**src/rtl/lcd_seq_pkg.sv**
```systemverilog
package lcd_seq_pkg;
  localparam int PH_W = 2;

  typedef enum logic [1:0] {
    MUX_STATIC = 2'd0,
    MUX_HALF   = 2'd1,
    MUX_THIRD  = 2'd2,
    MUX_QUART  = 2'd3
  } mux_mode_e;

  typedef struct packed {
    logic            restart;
    logic            load;
    logic [PH_W-1:0] nextCol;
    logic [PH_W-1:0] phase;
    logic            pol;
    logic [1:0]      mode;
    logic            slow;
    logic            frameStart;
  } seq_ctl_t;
endpackage

```
**src/rtl/lcd_seq_ctrl.sv**
```systemverilog
module lcd_seq_ctrl
  import lcd_seq_pkg::*;
#(
  parameter int DIV_NORMAL = 2880,
  parameter int DIV_SLOW   = 480
) (
  input  logic     clk,
  input  logic     rst,
  input  logic     cfgWe,
  input  logic [1:0] cfgMode,
  input  logic     cfgSlow,
  output seq_ctl_t ctl
);
  localparam int CNT_W = $clog2(DIV_NORMAL);

  logic [1:0]      modeQ;
  logic            slowQ;
  logic [CNT_W-1:0] cnt;
  logic [CNT_W-1:0] cntEnd;
  logic [PH_W-1:0] phase;
  logic            pol;
  logic            lastCyc;
  logic            lastPhase;

  function automatic int lenOf(input logic slow, input logic [1:0] m);
    int d;
    d = slow ? DIV_SLOW : DIV_NORMAL;
    case (m)
      2'd0:    return d;
      2'd1:    return d / 2;
      2'd2:    return d / 3;
      default: return d / 4;
    endcase
  endfunction

  always_comb begin
    cntEnd    = CNT_W'(lenOf(slowQ, modeQ) - 1);
    lastCyc   = (cnt == cntEnd);
    lastPhase = (phase == PH_W'(modeQ));
  end

  always_ff @(posedge clk) begin
    if (rst) begin
      modeQ <= MUX_QUART;
      slowQ <= 1'b0;
      cnt   <= '0;
      phase <= '0;
      pol   <= 1'b0;
    end else if (cfgWe) begin
      modeQ <= cfgMode;
      slowQ <= cfgSlow;
      cnt   <= '0;
      phase <= '0;
      pol   <= 1'b0;
    end else if (lastCyc) begin
      cnt <= '0;
      if (lastPhase) begin
        phase <= '0;
        pol   <= ~pol;
      end else begin
        phase <= phase + PH_W'(1);
      end
    end else begin
      cnt <= cnt + CNT_W'(1);
    end
  end

  always_comb begin
    ctl.restart    = cfgWe;
    ctl.load       = lastCyc & ~cfgWe;
    ctl.nextCol    = lastPhase ? '0 : phase + PH_W'(1);
    ctl.phase      = phase;
    ctl.pol        = pol;
    ctl.mode       = modeQ;
    ctl.slow       = slowQ;
    ctl.frameStart = (cnt == '0) && (phase == '0);
  end
endmodule

```
**src/rtl/lcd_seq_data.sv**
```systemverilog
module lcd_seq_data
  import lcd_seq_pkg::*;
#(
  parameter int NUM_SEG = 24,
  parameter int NUM_BP  = 4
) (
  input  logic                       clk,
  input  logic                       rst,
  input  seq_ctl_t                   ctl,
  input  logic                       wrEn,
  input  logic [$clog2(NUM_SEG)-1:0] wrAddr,
  input  logic [NUM_BP-1:0]          wrData,
  output logic [2*NUM_SEG-1:0]       segCode
);
  localparam int ADDR_W = $clog2(NUM_SEG);

  logic [NUM_BP-1:0]  mem [NUM_SEG];
  logic [NUM_SEG-1:0] latchQ;
  logic [NUM_SEG-1:0] colSel;
  logic [PH_W-1:0]    colIdx;
  logic               addrOk;

  assign colIdx = ctl.restart ? '0 : ctl.nextCol;
  assign addrOk = ({1'b0, wrAddr} < (ADDR_W+1)'(NUM_SEG));

  for (genvar s = 0; s < NUM_SEG; s++) begin : g_seg
    assign colSel[s]        = mem[s][colIdx];
    assign segCode[2*s+1]   = latchQ[s];
    assign segCode[2*s]     = ctl.pol;
  end

  always_ff @(posedge clk) begin
    if (rst) begin
      for (int i = 0; i < NUM_SEG; i++) mem[i] <= '0;
      latchQ <= '0;
    end else begin
      if (wrEn && addrOk) mem[wrAddr] <= wrData;
      if (ctl.restart || ctl.load) latchQ <= colSel;
    end
  end
endmodule

```
**src/rtl/lcd_seq_bpmap.sv**
```systemverilog
module lcd_seq_bpmap
  import lcd_seq_pkg::*;
#(
  parameter int NUM_BP = 4
) (
  input  seq_ctl_t            ctl,
  output logic [2*NUM_BP-1:0] bpCode
);
  for (genvar b = 0; b < NUM_BP; b++) begin : g_bp
    logic [PH_W-1:0] grp;
    always_comb begin
      case (ctl.mode)
        MUX_STATIC: grp = '0;
        MUX_HALF:   grp = PH_W'(b % 2);
        MUX_THIRD:  grp = (b == 3) ? PH_W'(1) : PH_W'(b);
        default:    grp = PH_W'(b);
      endcase
    end
    assign bpCode[2*b+1] = (grp == ctl.phase);
    assign bpCode[2*b]   = ctl.pol;
  end
endmodule

```
**src/rtl/lcd_mux_seq.sv**
```systemverilog
module lcd_mux_seq
  import lcd_seq_pkg::*;
#(
  parameter int NUM_SEG    = 24,
  parameter int NUM_BP     = 4,
  parameter int DIV_NORMAL = 2880,
  parameter int DIV_SLOW   = 480
) (
  input  logic                       clk,
  input  logic                       rst,
  input  logic                       cfgWe,
  input  logic [1:0]                 cfgMode,
  input  logic                       cfgSlow,
  input  logic                       wrEn,
  input  logic [$clog2(NUM_SEG)-1:0] wrAddr,
  input  logic [NUM_BP-1:0]          wrData,
  output logic                       frameStrobe,
  output logic [2*NUM_BP-1:0]        bpCode,
  output logic [2*NUM_SEG-1:0]       segCode
);
  seq_ctl_t seqCtl;

  lcd_seq_ctrl #(.DIV_NORMAL(DIV_NORMAL), .DIV_SLOW(DIV_SLOW)) u_ctrl (
    .clk(clk), .rst(rst), .cfgWe(cfgWe), .cfgMode(cfgMode),
    .cfgSlow(cfgSlow), .ctl(seqCtl)
  );

  lcd_seq_data #(.NUM_SEG(NUM_SEG), .NUM_BP(NUM_BP)) u_data (
    .clk(clk), .rst(rst), .ctl(seqCtl), .wrEn(wrEn),
    .wrAddr(wrAddr), .wrData(wrData), .segCode(segCode)
  );

  lcd_seq_bpmap #(.NUM_BP(NUM_BP)) u_bpmap (
    .ctl(seqCtl), .bpCode(bpCode)
  );

  assign frameStrobe = seqCtl.frameStart;
endmodule

```
**config.mk**
```make
export PLATFORM = sky130hd
export DESIGN_NAME = lcd_mux_seq
export DESIGN_NICKNAME = d
export VERILOG_FILES = /design/src/rtl/lcd_seq_pkg.sv /design/src/rtl/lcd_seq_ctrl.sv /design/src/rtl/lcd_seq_data.sv /design/src/rtl/lcd_seq_bpmap.sv /design/src/rtl/lcd_mux_seq.sv
export SDC_FILE = /design/constraint.sdc
export NUM_CORES = 1
export LEC_CHECK = 0
export ABC_CLOCK_PERIOD_IN_PS = 6640
export BUFFER_PORTS_ARGS = -buffer_cell sky130_fd_sc_hd__buf_4
export CAP_MARGIN = 25
export CORE_ASPECT_RATIO = 1.4
export CORE_MARGIN = 4
export CORE_UTILIZATION = 40
export DETAILED_ROUTE_END_ITERATION = 7
export SLEW_MARGIN = 0
export SYNTH_ARGS = -nofsm -noshare
export SYNTH_HDL_FRONTEND = slang
export SYNTH_SLANG_ARGS = --single-unit
```
**constraint.sdc**
```tcl
create_clock -name clk -period 6.64 [get_ports clk]
set_input_delay 0.664 -clock clk [delete_from_list [all_inputs] [get_ports clk]]
set_output_delay 0.664 -clock clk [all_outputs]
set_load 0.05 [all_outputs]
```
==> metrics.csv, run 1 <==
metric,value,unit
status,"complete, no violations",
fin_crit_sh,48.8,%
grt_pass1_wl,25.2,mm
synth-main-ff-cell,edfxtp_1,
final_max_slew_viol_count,0,
cts_root_buffer,clkbuf_16,
async_flop_share,0,%
dp_hpwl,9.71,mm
top_layer,met4,
met2_length,8.51,mm
portBuffers,72,
worst-path-max-fanout,24,
worst_path_max_delay_cell,nor2_4,
synth.distinct_cells,40,
avgSynthCellArea,11.0,sq um
grt_pass1_vias,4940,
critPathLaunchType,flop,
pwr-share-clk,42.1,%
skew,0.00670,ns
cts_tree,built,
max_slew_margin,30.7,%
worst-path-buf-inv,1,
fp.dieH,163,um
gr-usage-all-layers,16.7,%
switching_share,24.7,%
cts.clk_slew.worst_paths,0.06,ns
cp_top_family,simple AND/OR/NAND/NOR gates,
hp-class,flop to flop,
clock_sinks,138,
overflow,0,
p_per_area,262,nW/um^2
wl_met1,6.09,mm
wl_per_cell,18.0,um
power_frac_comb,10.0,%
syn_inst,623,
slowest_delay,0.81,ns
fmaxAchievable,309,MHz
tns,0,ns
synth_top_area_share,42.2,%
p_switching,0.507,mW
routed-via-count,4592,
grt_start_max_net_pins,51,
yosysWarnings,0,
num_rows,56,
power_leakage,2.95,nW
dr_wl_met3,647,um
drive_gt1_share,17.0,%
area_growth,15.0,%
path_cells,"inv_1, ha_1, and4bb_1, nand3_1, and3_1, o21ai_1, a2111oi_4, nor2_4, mux2i_1",
cts_hold_buffers,0,
finalHoldViolCount,0,
cts_resized,0,
vias_per_cell,5.30,
start_util,40.8,%
ys_seq_elements,138,
instances_no_fill,867,
drc,0,
setup_viol,0,
cap_violations,0,
die_w,118,um
dieArea,19300,sq um
critPathCaptureType,flop,
ant_nets,0,
core_region_area,16700,sq um
cp.required,6.97,ns
drtIter0Drc,379,
mappedNetlistNets,648,
synthTopCellsByArea,"edfxtp_1 (42%), dfxtp_1 (12%), and2_1 (8.9%)",
antenna_cells,0,
synth_top_area_cell,edfxtp_1,
path_class,flop to flop,
cp.arrival,3.56,ns
clk_latency,0.41,ns
fin_nets,677,
clockBufferDepth,2,
top_level_ports,73,
cts_buffers,17,
rsz0062_at_grt,false,
dr.pass1.iters,4,
internal_power,1.55,mW
syn_area,6840,sq um
dp.cells,836,
period_minus_slack,3.24,ns
postCtsSetupBuffers,0,
place_congestion,0.838,
routed_wl,15.6,mm
synth-edff-count,96,
yosysSeqAreaShare,54.5,%
max-vdd-ir-drop,174,uV
antenna_found_initial,0,
tightest_slew,1.04,ns
htree_levels,4,
sequentialPowerShare,47.8,%
power groups by stage:
stage | registers [mW] | logic (mW) | clock network (mW)
2_1_floorplan | 1.04 | 0.103 | 0
3_3_place_gp | 0.999 | 0.204 | 0
3_5_place_dp | 1.00 | 0.209 | 0
4_1_cts | 0.984 | 0.209 | 0.879
5_1_grt | 0.988 | 0.224 | 0.914
6_report | 0.984 | 0.206 | 0.867
per-layer routing:
| metal | vias to the layer above | global-route usage [%] |
|---|---|---|
| li1 | 2213 | - |
| met1 | 2248 | 18.0 |
| met2 | 107 | 31.7 |
| met3 | 24 | 3.72 |
| met4 | 0 | 6.59 |
| met5 | - | 0 |
registers in the layout, indices dropped and copies added, names as in the netlist:
name,cells
u_ctrl.cnt,12
u_ctrl.modeQ,2
u_ctrl.phase,2
u_ctrl.pol,1
u_ctrl.slowQ,1
u_data.latchQ,24
u_data.mem,96
Yosys cell counts, types with 9 or more instances:
cell      instances
nand3_1          11
inv_1            13
ha_1              9
mux2i_1          52
nand2_1          39
dfxtp_1          42
a211o_1          24
xnor2_1          13
xor2_1           13
clkbuf_1         27
o22ai_1          24
buf_4            28
nor2_1           54
and2_1           97
o21ai_0          27
edfxtp_1         96
kinds of logic after synthesis:
logic type	synth area share [%]
simple gates	17.8
buf+inv	6.28
flops	54.5
compound gates	8.82
mux	7.61
fa+ha+maj	1.65
xor+xnor	3.33
worst paths after layout:
check                                  startpoint                 to  cells past startpoint  slack (ns)
worst max-delay path              u_ctrl.modeQ[0]  u_data.latchQ[12]                      9        3.40
worst min-delay path            u_data.latchQ[23]  u_data.latchQ[23]                      2        0.46
worst max register to register    u_ctrl.modeQ[0]  u_data.latchQ[12]                      9        3.40
worst min register to register  u_data.latchQ[23]  u_data.latchQ[23]                      2        0.46
layout by cell type, fill, tap and decap left out, types with 4 or more instances in the layout:
cell type	instances
and2_1	97
edfxtp_1	96
buf_4	76
nor2_1	54
mux2i_1	52
dfxtp_1	42
nand2_1	39
o21ai_0	27
o22ai_1	24
a211o_1	24
clkbuf_16	17
inv_1	13
xnor2_1	13
xor2_1	13
nand3_1	11
ha_1	9
and3_1	4
nor3_1	4
clkinv_2	4
clkinvlp_4	4
metrics by stage:
step / power, mW / hold slack, ns / util [%] / setup WS [ns] / area [sq um]
3_5_place_dp: 1.21 / 0.457 / 43.7 / 3.36 / 7320
2_1_floorplan: 1.14 / 0.430 / - / 3.97 / 6840
6_report: 2.06 / 0.459 / 46.9 / 3.40 / 7860
4_1_cts: 2.07 / 0.465 / 46.9 / 3.36 / 7860
5_1_grt: 2.13 / 0.484 / 46.9 / 3.11 / 7860
3_3_place_gp: 1.20 / 0.440 / 43.7 / 3.52 / 7320
worst reg2reg max path, stage by stage, from the launching register on:
cell and delay [ns]:
dfxtp_1 0.48, inv_1 0.22, ha_1 0.36, and4bb_1 0.30
nand3_1 0.13, and3_1 0.20, o21ai_1 0.21, a2111oi_4 0.15
nor2_4 0.81, mux2i_1 0.30
final cells by class:
cell class | instances | area (sq um)
clock buffers | 19 | 443
clock inverters | 12 | 101
fillers | 1497 | 8890
inverters | 14 | 52.6
multi-input cells | 405 | 2720
flip-flops and latches | 138 | 3720
well taps | 203 | 254
repair buffers | 76 | 571
Power figures use the tool's default switching activity.
==> run 2: changes to the inputs <==
- ABC_CLOCK_PERIOD_IN_PS: 6640 -> 3140
- clock period: 6.64 -> 3.14 ns (I/O delays scaled with it)
==> run 2 against run 1 <==
Net effect:
- sequential share of layout area decreased by 0.48 points
- clock-buffer cell count increased by 3
- worst hold slack got worse by 0.29 ns
- cell area increased by 1.1%
- fmax increased by 13%
- sequential power increased by 110%
- global-route usage decreased by 0.43 points
- critical endpoint is now u_data.latchQ[5]
==> metrics.csv, run 2 (synthesized netlist as in run 1, its figures left out) <==
metric,value,unit
htree_levels,4,
cts_tree,built,
met2_length,8.47,mm
p_switching,1.06,mW
critPathLaunchType,flop,
final_max_slew_viol_count,0,
p_per_area,561,nW/um^2
fin_nets,684,
switching_share,23.9,%
num_rows,56,
drc,0,
register_area,3730,sq um
critPathCaptureType,flop,
overflow,0,
routed_wl,15.7,mm
clock_sinks,138,
dp.cells,840,
ant_nets,0,
cp_top_family,simple AND/OR/NAND/NOR gates,
hp-class,input port to flop,
cp.arrival,3.19,ns
final_common_cell,and2_1,
cp.required,3.47,ns
tightest_slew,0.899,ns
cts_root_buffer,clkbuf_16,
place_congestion,0.829,
area_growth,16.3,%
portBuffers,72,
wl_per_cell,18.0,um
status,"complete, no violations",
r2r-start,u_ctrl.modeQ[0],
period_minus_slack,2.86,ns
dp_hpwl,9.62,mm
worst-path-buf-inv,2,
power_leakage,3.01,nW
setup_viol,0,
slowest_delay,0.53,ns
largest_reg_flops,96,
fmaxAchievable,350,MHz
sequentialPowerShare,46.7,%
cts.clk_slew.worst_paths,0.06,ns
clk_latency,0.41,ns
final_core_util,47.5,%
top_layer,met4,
largestRegisters,"u_data.mem: 96 flops, u_data.latchQ: 24 flops, u_ctrl.cnt: 12 flops",
power_frac_comb,9.9,%
instances_no_fill,875,
worst-path-max-fanout,12,
pwr-share-clk,43.5,%
n_fill_cell,1502,
worst_path_max_delay_cell,nor2_4,
internal_power,3.39,mW
core_region_area,16700,sq um
hold_start,cfgMode[0],
crit_start,u_ctrl.modeQ[0],
start_util,40.8,%
grt_pass1_wl,24.1,mm
path_cells,"inv_1, ha_1, and4bb_1, nand3_1, and3_1, o21ai_1, a2111oi_4, buf_4, nor2_4, mux2i_1",
max_slew_margin,40.0,%
wl_met1,6.22,mm
r2r_slack,0.28,ns
regMostFlops,u_data.mem,
preCtsSetupSlack,0.00398,ns
clockBufferDepth,2,
routed-via-count,4555,
top_level_ports,73,
skew,0.00747,ns
rsz0062_at_grt,false,
cap_violations,0,
max-vdd-ir-drop,370,uV
dr_wl_met3,600,um
grt_start_max_net_pins,51,
fin_ws,0.283,ns
die_w,118,um
fin_crit_sh,91.0,%
finalHoldViolCount,0,
tns,0,ns
grt_pass1_vias,4659,
cts_buffers,17,
final_cell_mix,"and2_1 (97), edfxtp_1 (96), buf_4 (82)",
gr-usage-all-layers,16.3,%
antenna_cells,0,
drtIter0Drc,347,
antenna_found_initial,0,
dieArea,19300,sq um
dr.pass1.iters,4,
fp.dieH,163,um
multi_input_area,2720,sq um
path_class,flop to flop,
drive_gt1_share,18.2,%
vias_per_cell,5.21,
cts_hold_buffers,0,
==> run 2: changes by cell type in the layout (fill, tap and decap cells not counted), sizes merged <==
cell,previous run,this run
buf,76,82
bufinv,1,2
inv,14,13
clkinvlp,4,3
clkbuf,19,22
nor2,55,56
clkinv,7,6
==> run 2: path summary, 6_finish.rpt <==
path	endpoint	depth (start not counted)
max reg2reg	u_data.latchQ[5]	10
min reg2reg	u_data.latchQ[10]	2
max	u_data.latchQ[5]	10
min	u_ctrl.modeQ[0]	3
==> run 2: layout make-up <==
cell class	instances	share of cell area, %
Sequential cell	138	46.9
Multi-Input combinational cell	406	34.2
Timing Repair Buffer	82	7.75
Clock buffer	22	5.84
Tap cell	203	3.20
Clock inverter	10	1.50
Inverter	14	0.661
==> run 2: worst register-to-register path, delay by kind of cell (launching register included) <==
family / cells / cell delay (ns)
AO/OA/AOI/OAI: 2 / 0.33
adder cells (fa/ha/maj): 1 / 0.33
buffers and inverters: 2 / 0.30
AND/OR/NAND/NOR: 4 / 1.15
multiplexers: 1 / 0.27
flip-flops: 1 / 0.41
==> run 2: metal layers <==
metal / vias to the layer above / global-route usage [%]
met1: 2185 / 17.2
met4: 0 / 7.27
met2: 105 / 30.8
met3: 28 / 3.86
li1: 2237 / -
met5: - / 0
==> run 2: per-stage QoR <==
| stage | area, sq um | hold slack (ns) | power (mW) |
|---|---|---|---|
| floorplan | 6840 | 0.430 | 2.41 |
| global placement | 7330 | 0.439 | 2.55 |
| detailed placement | 7330 | 0.452 | 2.56 |
| CTS | 7920 | 0.135 | 4.50 |
| global route | 7950 | 0.151 | 4.62 |
| finish | 7950 | 0.165 | 4.45 |
==> run 2: repair_timing <==
action,CTS,global route
endpoints found under the setup margin,3,36
hold endpoints to repair,0,0
gates resized for setup,2,1
pin swaps,0,2
gates cloned,0,1
setup buffers,0,2
==> run 2: power groups by stage <==
stage | clock network, mW | logic, mW | registers, mW
CTS | 1.97 | 0.445 | 2.08
floorplan | 0 | 0.218 | 2.19
finish | 1.94 | 0.439 | 2.08
global placement | 0 | 0.439 | 2.11
detailed placement | 0 | 0.443 | 2.12
global route | 2.06 | 0.474 | 2.09
